### config.mk
export PLATFORM = sky130hd
export DESIGN_NAME = scl_rate_gen
export DESIGN_NICKNAME = d
export VERILOG_FILES = /design/src/rtl/scl_gen_pkg.sv /design/src/rtl/scl_cfg_regs.sv /design/src/rtl/scl_phase_len.sv /design/src/rtl/scl_seq.sv /design/src/rtl/scl_rate_gen.sv
export SDC_FILE = /design/constraint.sdc
export NUM_CORES = 1
export LEC_CHECK = 0
export CORE_ASPECT_RATIO = 1.25
export CORE_MARGIN = 3
export CORE_UTILIZATION = 40
export CTS_CLUSTER_DIAMETER = 30
export DETAILED_ROUTE_END_ITERATION = 8
export DONT_BUFFER_PORTS = 1
export RECOVER_POWER = 50
export SETUP_SLACK_MARGIN = 0.02
export SLEW_MARGIN = 10
export SYNTH_ARGS = -nofsm -noshare
export SYNTH_HDL_FRONTEND = slang
export SYNTH_SLANG_ARGS = --single-unit
### constraint.sdc
create_clock -name clk -period 13.6 [get_ports clk]
set_clock_uncertainty 0.2 [all_clocks]
set_input_delay 2.72 -clock clk [delete_from_list [all_inputs] [get_ports clk]]
set_output_delay 2.72 -clock clk [all_outputs]
set_load 0.01 [all_outputs]
### src/rtl/scl_gen_pkg.sv
package scl_gen_pkg;

    // Sequencer states of the SCL generator
    typedef enum logic [1:0] {
        ST_IDLE = 2'd0,   // released, nothing running
        ST_LOW  = 2'd1,   // SCL pulled low
        ST_RISE = 2'd2,   // released, waiting to sense the line high
        ST_HIGH = 2'd3    // released, timing the high phase
    } scl_state_e;

    localparam int DEF_CCR_W  = 12;
    localparam int DEF_RISE_W = 6;

endpackage

### src/rtl/scl_cfg_regs.sv
module scl_cfg_regs #(
    parameter int CCR_W  = 12,
    parameter int RISE_W = 6,
    localparam int CTRL_W   = CCR_W + 2,
    localparam int FAST_POS = CTRL_W - 1,
    localparam int DUTY_POS = CTRL_W - 2
) (
    input  logic              clk,
    input  logic              rst_n,
    input  logic              en,
    input  logic              cfg_we,
    input  logic [CTRL_W-1:0] cfg_ctrl,
    input  logic [RISE_W-1:0] cfg_rise,
    output logic              fast_q,
    output logic              duty_q,
    output logic [CCR_W-1:0]  count_q,
    output logic [RISE_W-1:0] rise_q
);

    logic load;
    assign load = cfg_we && !en;

    always_ff @(posedge clk or negedge rst_n) begin
        if (!rst_n) begin
            fast_q  <= 1'b0;
            duty_q  <= 1'b0;
            count_q <= '0;
            rise_q  <= '1;
        end else if (load) begin
            fast_q  <= cfg_ctrl[FAST_POS];
            duty_q  <= cfg_ctrl[DUTY_POS];
            count_q <= cfg_ctrl[CCR_W-1:0];
            rise_q  <= cfg_rise;
        end
    end

    AST_CFG_FROZEN: assert property (@(posedge clk) disable iff (!rst_n)
        en |=> ($stable(fast_q) && $stable(duty_q) && $stable(count_q) && $stable(rise_q)));

endmodule

### src/rtl/scl_phase_len.sv
module scl_phase_len #(
    parameter int CCR_W = 12,
    parameter int LEN_W = 17
) (
    input  logic             fast,
    input  logic             duty,
    input  logic [CCR_W-1:0] count,
    output logic [LEN_W-1:0] lo_len,
    output logic [LEN_W-1:0] hi_len
);

    logic [LEN_W-1:0] base;

    // a zero count is promoted to one so no phase is ever empty
    assign base = (count == '0) ? LEN_W'(1) : LEN_W'(count);

    always_comb begin
        if (!fast) begin
            lo_len = base;
            hi_len = base;
        end else if (duty) begin
            lo_len = base << 4;
            hi_len = (base << 3) + base;
        end else begin
            lo_len = base << 1;
            hi_len = base;
        end
    end

endmodule

### src/rtl/scl_seq.sv
module scl_seq
    import scl_gen_pkg::*;
#(
    parameter int LEN_W  = 17,
    parameter int RISE_W = 6
) (
    input  logic              clk,
    input  logic              rst_n,
    input  logic              en,
    input  logic              run,
    input  logic              scl_in,
    input  logic              stretch_hold,
    input  logic [LEN_W-1:0]  lo_len,
    input  logic [LEN_W-1:0]  hi_len,
    input  logic [RISE_W-1:0] rise_lim,
    output logic              scl_pull,
    output logic              low_stb,
    output logic              high_stb,
    output logic              rise_viol
);

    scl_state_e        state_q, state_d;
    logic [LEN_W-1:0]  ph_cnt_q;
    logic [RISE_W-1:0] wait_cnt_q;
    logic              viol_q;
    logic              low_last, high_last, rise_low;

    assign low_last  = (ph_cnt_q == lo_len - LEN_W'(1));
    assign high_last = (ph_cnt_q == hi_len - LEN_W'(1));
    assign rise_low  = (state_q == ST_RISE) && !scl_in && !stretch_hold;

    // state register
    always_ff @(posedge clk or negedge rst_n) begin
        if (!rst_n) state_q <= ST_IDLE;
        else        state_q <= state_d;
    end

    // transitions
    always_comb begin
        state_d = state_q;
        if (!en) begin
            state_d = ST_IDLE;
        end else begin
            unique case (state_q)
                ST_IDLE: if (run)       state_d = ST_LOW;
                ST_LOW:  if (low_last)  state_d = ST_RISE;
                ST_RISE: if (scl_in)    state_d = ST_HIGH;
                ST_HIGH: if (high_last) state_d = run ? ST_LOW : ST_IDLE;
                default:                state_d = ST_IDLE;
            endcase
        end
    end

    // phase counter, rise-wait counter and sticky fault
    always_ff @(posedge clk or negedge rst_n) begin
        if (!rst_n) begin
            ph_cnt_q   <= '0;
            wait_cnt_q <= '0;
            viol_q     <= 1'b0;
        end else if (!en) begin
            ph_cnt_q   <= '0;
            wait_cnt_q <= '0;
            viol_q     <= 1'b0;
        end else begin
            if ((state_q == ST_LOW && !low_last) || (state_q == ST_HIGH && !high_last))
                ph_cnt_q <= ph_cnt_q + LEN_W'(1);
            else
                ph_cnt_q <= '0;

            if (state_q != ST_RISE)
                wait_cnt_q <= '0;
            else if (rise_low && wait_cnt_q < rise_lim)
                wait_cnt_q <= wait_cnt_q + RISE_W'(1);

            if (rise_low && wait_cnt_q >= rise_lim)
                viol_q <= 1'b1;
        end
    end

    // outputs decoded from state
    always_comb begin
        scl_pull  = (state_q == ST_LOW);
        low_stb   = (state_q == ST_LOW)  && (ph_cnt_q == '0);
        high_stb  = (state_q == ST_HIGH) && (ph_cnt_q == '0);
        rise_viol = viol_q;
    end

    AST_DISABLED_IDLE: assert property (@(posedge clk) disable iff (!rst_n)
        !en |=> (!scl_pull && !low_stb && !high_stb && !rise_viol));

    AST_LOW_BOUND: assert property (@(posedge clk) disable iff (!rst_n)
        (state_q == ST_LOW) |-> (ph_cnt_q < lo_len));

    AST_HIGH_AFTER_LINE: assert property (@(posedge clk) disable iff (!rst_n)
        high_stb |-> $past(scl_in));

    AST_START_NEEDS_RUN: assert property (@(posedge clk) disable iff (!rst_n)
        ($rose(scl_pull) && $past(state_q == ST_IDLE)) |-> $past(en && run));

    AST_VIOL_STICKY: assert property (@(posedge clk) disable iff (!rst_n)
        ($past(en) && $past(rise_viol)) |-> rise_viol);

endmodule

### src/rtl/scl_rate_gen.sv
module scl_rate_gen
    import scl_gen_pkg::*;
#(
    parameter int CCR_W  = DEF_CCR_W,
    parameter int RISE_W = DEF_RISE_W,
    localparam int CTRL_W = CCR_W + 2,
    localparam int LEN_W  = CCR_W + 5
) (
    input  logic              clk,
    input  logic              rst_n,
    input  logic              en,
    input  logic              cfg_we,
    input  logic [CTRL_W-1:0] cfg_ctrl,
    input  logic [RISE_W-1:0] cfg_rise,
    input  logic              run,
    input  logic              scl_in,
    input  logic              stretch_hold,
    output logic              scl_pull,
    output logic              low_stb,
    output logic              high_stb,
    output logic              rise_viol
);

    logic              fast_q, duty_q;
    logic [CCR_W-1:0]  count_q;
    logic [RISE_W-1:0] rise_q;
    logic [LEN_W-1:0]  lo_len, hi_len;

    scl_cfg_regs #(.CCR_W(CCR_W), .RISE_W(RISE_W)) cfg_i (
        .clk      (clk),
        .rst_n    (rst_n),
        .en       (en),
        .cfg_we   (cfg_we),
        .cfg_ctrl (cfg_ctrl),
        .cfg_rise (cfg_rise),
        .fast_q   (fast_q),
        .duty_q   (duty_q),
        .count_q  (count_q),
        .rise_q   (rise_q)
    );

    scl_phase_len #(.CCR_W(CCR_W), .LEN_W(LEN_W)) len_i (
        .fast   (fast_q),
        .duty   (duty_q),
        .count  (count_q),
        .lo_len (lo_len),
        .hi_len (hi_len)
    );

    scl_seq #(.LEN_W(LEN_W), .RISE_W(RISE_W)) seq_i (
        .clk          (clk),
        .rst_n        (rst_n),
        .en           (en),
        .run          (run),
        .scl_in       (scl_in),
        .stretch_hold (stretch_hold),
        .lo_len       (lo_len),
        .hi_len       (hi_len),
        .rise_lim     (rise_q),
        .scl_pull     (scl_pull),
        .low_stb      (low_stb),
        .high_stb     (high_stb),
        .rise_viol    (rise_viol)
    );

endmodule

==> results.py, run 1 <==
metrics = {
    "outcome": {
        "status": "completed",
    },
    "layout": {
        "final_cells": 774,
        "layout.nets": 650,
        "drive_gt1_share_pct": 11.7,
        "utilization_pct": 42.1,
        "antenna_cells": 0,
        "area_growth_pct": 2.44,
    },
    "sta": {
        "max_clock_freq_ghz": 0.175,
        "rsz0062_at_grt": "no",
        "setup_viol": 0,
        "setup_tns_ps": 0,
        "slew_violations": 0,
        "tightest_slew_ps": 1330,
        "hold_viol_final": 0,
        "max-slew-margin-rel_pct": 11.5,
        "min_period_over_period_pct": 42.1,
        "fin_crit_ps": 5720,
        "setup_slack_ps": 7880,
    },
    "global_route": {
        "grt_usage_pct": 20.4,
        "grt_pass1_vias": 4649,
        "grt_max_degree": 47,
        "grt_pass1_wl_mm": 23.7,
        "overflow": 0,
        "antenna_found_initial": 0,
    },
    "route": {
        "via_count": 4654,
        "dr.pass1.iters": 5,
        "route.detailed.wl_per_inst_um": 18.2,
        "drc_errors": 0,
        "routed_via_density": 6.01,
        "first_iter_violations": 293,
        "wl_mm": 14.1,
        "antenna_left": 0,
    },
    "worst_setup_path": {
        "worst-endpoint-arrival_ps": 5690,
        "endpoint_kind": "register",
        "cp-start-kind": "register",
        "worstPathRequired_ps": 13570,
        "critPathKind": "reg -> reg",
        "cp_max_fo": 28,
    },
    "synthesis": {
        "ys_async_sr_fraction_pct": 100,
        "ys.flop_type": "dfrtp_1",
        "synth_edf_count": 0,
        "syn_area_um2": 5220,
        "ys.warnings.count": 0,
        "yosysSeqAreaShare_pct": 22.2,
        "syn_nets": 693,
        "netlist_instances": 648,
        "ys_types": 89,
        "syn_avg_cell_area_um2": 8.06,
        "ys_ff_latch": 46,
    },
    "hold_path": {
        "min_path_type": "reg -> reg",
    },
    "placement": {
        "hpwl_mm": 10.4,
        "gp_congestion": 0.897,
        "pre_cts_slack_ps": 7900,
        "portBuffers": 0,
        "placed_cells": 766,
    },
    "floorplan": {
        "fp.coreArea_um2": 12700,
        "fp.dieW_um": 108,
        "pin_count": 31,
        "die_h_um": 134,
        "std_cell_rows": 46,
        "start_util_pct": 41.1,
        "dieArea_um2": 14500,
    },
    "pwr": {
        "worst_ir_drop_vdd_mv": 0.0991,
        "p_leak_nw": 1.98,
        "p_per_area_nw_per_um2": 112,
    },
    "clocking": {
        "insertion_delay_ps": 300,
        "cts-root-buf": "clkbuf_16",
        "clock_path_buffers": 2,
        "htreeDepth": 2,
        "cts_buffers": 5,
        "hold_buffers": 0,
        "postCtsSetupBuffers": 0,
        "path_clk_slew_ps": 70,
        "cts_tree": "built",
        "ctsResizeCount": 0,
        "numClockSinks": 46,
    },
    "job": {
        "cap_violations": 0,
    },
}
## synthesized netlist by cell type, types with 5 or more instances
cell type | n | area, um2
nand2_1 | 61 | 229
o21ai_0 | 29 | 145
o211ai_1 | 7 | 52.6
clkbuf_1 | 27 | 101
nand4_1 | 12 | 75.1
nand3_1 | 28 | 140
mux2_2 | 18 | 203
a21oi_1 | 26 | 130
o21a_1 | 8 | 60.1
nor2_1 | 52 | 195
a31oi_1 | 6 | 37.5
dfrtp_1 | 40 | 1000
o31ai_1 | 5 | 37.5
nor4_1 | 7 | 43.8
nor3_1 | 18 | 90.1
o211a_1 | 6 | 60.1
xnor2_1 | 53 | 464
inv_1 | 23 | 86.3
buf_1 | 6 | 22.5
and2_1 | 5 | 31.3
and4_1 | 6 | 52.6
buf_2 | 15 | 75.1
and3_1 | 8 | 50.1
xor2_1 | 18 | 158
nor2b_1 | 7 | 43.8
ha_1 | 18 | 225
mux2i_1 | 16 | 160
nand2b_1 | 6 | 37.5
nor2_2 | 10 | 62.6
dfstp_2 | 6 | 158
## placed cells by master (no fill, tap or decap), types with 4 or more instances in the layout
| cell type | n |
|---|---|
| nand2_1 | 61 |
| xnor2_1 | 53 |
| nor2_1 | 52 |
| dfrtp_1 | 40 |
| o21ai_0 | 29 |
| nand3_1 | 28 |
| a21oi_1 | 26 |
| inv_1 | 23 |
| xor2_1 | 18 |
| nor3_1 | 18 |
| mux2_2 | 18 |
| ha_1 | 18 |
| mux2i_1 | 16 |
| nand4_1 | 12 |
| nor2_2 | 10 |
| o21a_1 | 8 |
| and3_1 | 8 |
| nor4_1 | 7 |
| o211ai_1 | 7 |
| nand2b_1 | 6 |
| nor2b_1 | 6 |
| and4_1 | 6 |
| a31oi_1 | 6 |
| o211a_1 | 6 |
| dfstp_2 | 6 |
| o31ai_1 | 5 |
| and2_1 | 5 |
| clkbuf_16 | 5 |
| or3_1 | 4 |
| a211o_1 | 4 |
| a21o_1 | 4 |
| o2111ai_1 | 4 |
| nand3b_1 | 4 |
## layer usage
| layer | part of all wire, % | global-route usage [%] |
|---|---|---|
| met5 | 0 | 0 |
| met4 | 2.5 | 7.79 |
| met3 | 6.0 | 4.41 |
| met2 | 49 | 33.8 |
| met1 | 43 | 25.7 |
## stage by stage
stage	power (mW)	area (um2)	hold slack, ps
3_5_place_dp	0.469	5210	307
5_1_grt	0.644	5350	347
4_1_cts	0.601	5350	321
2_1_floorplan	0.417	5220	280
3_3_place_gp	0.463	5210	301
6_report	0.599	5350	317
## power breakdown
group | internal (mW) | total [mW] | switching (mW)
registers | 0.149 | 0.188 | 0.0384
clock network | 0.0693 | 0.129 | 0.0602
logic | 0.114 | 0.282 | 0.168
total | 0.333 | 0.599 | 0.267
## kinds of logic after synthesis
logic type	synth area share, %
AND/OR/NAND/NOR	24.3
AO/OA/AOI/OAI	22.6
buffers and inverters	6.47
XOR/XNOR	12.3
flip-flops	22.2
multiplexers	6.95
adder cells (fa/ha/maj)	5.13
## cell type report
cell class | count | area (um2)
Fill cell | 1275 | 7370
Multi-Input combinational cell | 526 | 3730
Sequential cell | 46 | 1160
Tap cell | 168 | 210
Clock buffer | 5 | 125
Inverter | 23 | 86.3
Clock inverter | 3 | 22.5
Timing Repair Buffer | 3 | 18.8
## sequential cells by signal, indices dropped and copies added (netlist names)
register and cells:
cfg_i.count_q 12, cfg_i.duty_q 1, cfg_i.fast_q 1, cfg_i.rise_q 6
seq_i.ph_cnt_q 17, seq_i.rise_viol 1, seq_i.state_q 2, seq_i.wait_cnt_q 6
## critical path, cell delays in order (launching register included)
cell       delay [ps]
dfrtp_1           890
nor2_1            270
a41oi_2           430
inv_1              90
ha_1              260
maj3_2            340
o21a_2            270
a21o_1            220
a311oi_2          530
o211ai_1          270
a311oi_4          450
and4b_1           290
xnor2_1           190
o2111ai_4         200
a21oi_4           560
nor2_1            110
## path summary, 6_finish.rpt
kind	start	end	slack [ps]	cells past startpoint
max	cfg_i.count_q[6]$_DFFE_PN0P_	seq_i.ph_cnt_q[3]$_DFF_PN0_	7880	15
min	cfg_i.rise_q[5]$_DFFE_PN1P_	cfg_i.rise_q[5]$_DFFE_PN1P_	320	2
max reg2reg	cfg_i.count_q[6]$_DFFE_PN0P_	seq_i.ph_cnt_q[3]$_DFF_PN0_	7880	15
min reg2reg	cfg_i.rise_q[5]$_DFFE_PN1P_	cfg_i.rise_q[5]$_DFFE_PN1P_	320	2
max in group asynchronous	rst_n	cfg_i.rise_q[0]$_DFFE_PN1P_	11110	0
min in group asynchronous	rst_n	cfg_i.count_q[5]$_DFFE_PN0P_	1910	0
Power figures use the tool's default switching activity.
==> run 2: changes to the inputs <==
Clock period 13.6 ns to 5.3 ns, I/O delays scaled along.
==> run 2 against run 1 <==
Against the previous run: non-clock buffer count is 15 higher; combinational power grew to 2.9 times the previous value; sequential share of layout area shrank 0.48 points; largest cell class unchanged.
==> results.py, run 2 (synthesis gave the netlist of run 1 again) <==
metrics = {
    "pwr": {
        "finalPower_mw": 1.56,
        "p_per_area_nw_per_um2": 284,
        "worst_ir_drop_vdd_mv": 0.176,
        "p_leak_nw": 2.06,
    },
    "placement": {
        "hpwl_mm": 10.5,
        "gp_congestion": 0.858,
        "dpl_cell_area_um2": 5310,
        "pre_cts_slack_ps": 353,
        "placed_cells": 780,
        "portBuffers": 0,
    },
    "sta": {
        "setup_slack_ps": 441,
        "setup_tns_ps": 0,
        "rsz0062_at_grt": "no",
        "setup_viol": 0,
        "max_clock_freq_ghz": 0.206,
        "slew_violations": 0,
        "tightest_slew_ps": 1330,
        "min_period_over_period_pct": 91.7,
        "max-slew-margin-rel_pct": 11.1,
        "fin_crit_ps": 4860,
        "hold_viol_final": 0,
    },
    "clocking": {
        "htreeDepth": 2,
        "cts_tree": "built",
        "ctsResizeCount": 0,
        "insertion_delay_ps": 310,
        "path_clk_slew_ps": 60,
        "cts_buffers": 5,
        "cts-root-buf": "clkbuf_16",
        "clock_path_buffers": 2,
        "hold_buffers": 0,
        "numClockSinks": 46,
    },
    "floorplan": {
        "die_h_um": 134,
        "start_util_pct": 41.1,
        "dieArea_um2": 14500,
        "std_cell_rows": 46,
        "pin_count": 31,
        "fp.dieW_um": 108,
        "fp.coreArea_um2": 12700,
    },
    "layout": {
        "area_growth_pct": 4.77,
        "layout_common_cells": "nand2_1 (61), xnor2_1 (53), nor2_1 (52)",
        "fillCellCount": 1282,
        "largest_reg_flops": 17,
        "final_cells": 789,
        "largest_register": "seq_i.ph_cnt_q",
        "layout.nets": 665,
        "drive_gt1_share_pct": 13.8,
        "largestRegisters": "seq_i.ph_cnt_q: 17 flops, cfg_i.count_q: 12 flops",
        "final_cell_area_um2": 5470,
        "mostFrequentLayoutCell": "nand2_1",
        "antenna_cells": 0,
    },
    "worst_setup_path": {
        "path_common_cell": "maj3_2",
        "crit_chain": "nor2_1 > a41oi_2 > inv_1 > ha_1 > maj3_2 > o21a_2 > maj3_2 > a22oi_1 > nand4_1 > a311oi_4 > and4b_1 > xnor2_1 > o2111ai_4 > a211oi_2 > mux2i_1",
        "endpoint_kind": "register",
        "cp-start-kind": "register",
        "path_buf_inv": 1,
        "worstPathRequired_ps": 5330,
        "slowest_stage": "dfrtp_1",
        "worst-endpoint-arrival_ps": 4890,
        "critPathTopFamily": "compound AO/OA/AOI/OAI gates",
        "cp_max_fo": 12,
        "critPathMaxStageDelay_ps": 620,
        "critPathKind": "reg -> reg",
    },
    "outcome": {
        "status": "completed",
    },
    "route": {
        "via_count": 4725,
        "first_iter_violations": 312,
        "antenna_left": 0,
        "routed_via_density": 5.99,
        "drc_errors": 0,
        "route.detailed.wl_per_inst_um": 17.8,
        "wl_mm": 14.1,
        "dr.pass1.iters": 4,
    },
    "global_route": {
        "antenna_found_initial": 0,
        "overflow": 0,
        "grt_max_degree": 47,
        "grt_usage_pct": 20.1,
        "grt_pass1_wl_mm": 23.3,
        "grt_pass1_vias": 4669,
    },
    "hold_path": {
        "min_path_type": "in -> async",
    },
    "job": {
        "cap_violations": 0,
    },
}
==> run 2: cell types whose count changed in the layout (fill, tap and decap cells not counted), sizes merged <==
| cell | delta |
|---|---|
| inv | -1 |
| clkinv | +1 |
| buf | +15 |
==> run 2: per-stage QoR <==
step,hold WS [ps],util (%)
after CTS,236,42.9
after floorplan,280,-
after detailed placement,311,41.8
after global routing,231,43.0
final,247,43.0
after global placement,303,41.8
==> run 2: layer usage <==
layer,vias up,global-route usage [%],wire length (um)
li1,2302,-,-
met1,2293,24.7,5970
met2,106,35.3,7160
met3,24,3.49,632
met4,0,6.81,329
met5,-,0,0
==> run 2: timing repair <==
item                                    in CTS  in global routing
endpoints found under the setup margin       0                 17
buffers inserted                             0                  1
hold endpoints to repair                     0                  0
==> run 2: area by class of cell <==
cell class	instances	area, um2	area share, %
clock inverter	3	18.8	0.343
multi-input combinational	526	3730	68.1
clock buffer	5	125	2.29
timing repair buffer	18	144	2.63
inverter	23	86.3	1.58
sequential	46	1160	21.2
tap	168	210	3.84
==> run 2: worst paths after layout <==
| check | slack, ps | end | startpoint | depth (start not counted) |
|---|---|---|---|---|
| max | 440 | seq_i.state_q[1]$_DFFE_PN0P_ | cfg_i.count_q[1]$_DFFE_PN0P_ | 15 |
| min | 250 | cfg_i.count_q[3]$_DFFE_PN0P_ | rst_n | 0 |
| max reg2reg | 440 | seq_i.state_q[1]$_DFFE_PN0P_ | cfg_i.count_q[1]$_DFFE_PN0P_ | 15 |
| min reg2reg | 310 | cfg_i.rise_q[2]$_DFFE_PN1P_ | cfg_i.rise_q[2]$_DFFE_PN1P_ | 2 |
| max in group asynchronous | 4470 | cfg_i.rise_q[0]$_DFFE_PN1P_ | rst_n | 0 |
| min in group clk | 310 | cfg_i.rise_q[2]$_DFFE_PN1P_ | cfg_i.rise_q[2]$_DFFE_PN1P_ | 2 |
==> run 2: report_power, final <==
part | switching (mW) | total [mW] | internal, mW
combinational | 0.500 | 0.822 | 0.323
sequential | 0.0299 | 0.415 | 0.385
clock | 0.143 | 0.318 | 0.175
total | 0.673 | 1.56 | 0.883
==> run 2: worst register-to-register path, stage by stage, from the launching register on <==
cell and delay [ps]:
dfrtp_1 620, nor2_1 210, a41oi_2 200, inv_1 70, ha_1 250, maj3_2 340
o21a_2 260, maj3_2 360, a22oi_1 310, nand4_1 250, a311oi_4 470, and4b_1 300
xnor2_1 200, o2111ai_4 190, a211oi_2 340, mux2i_1 220
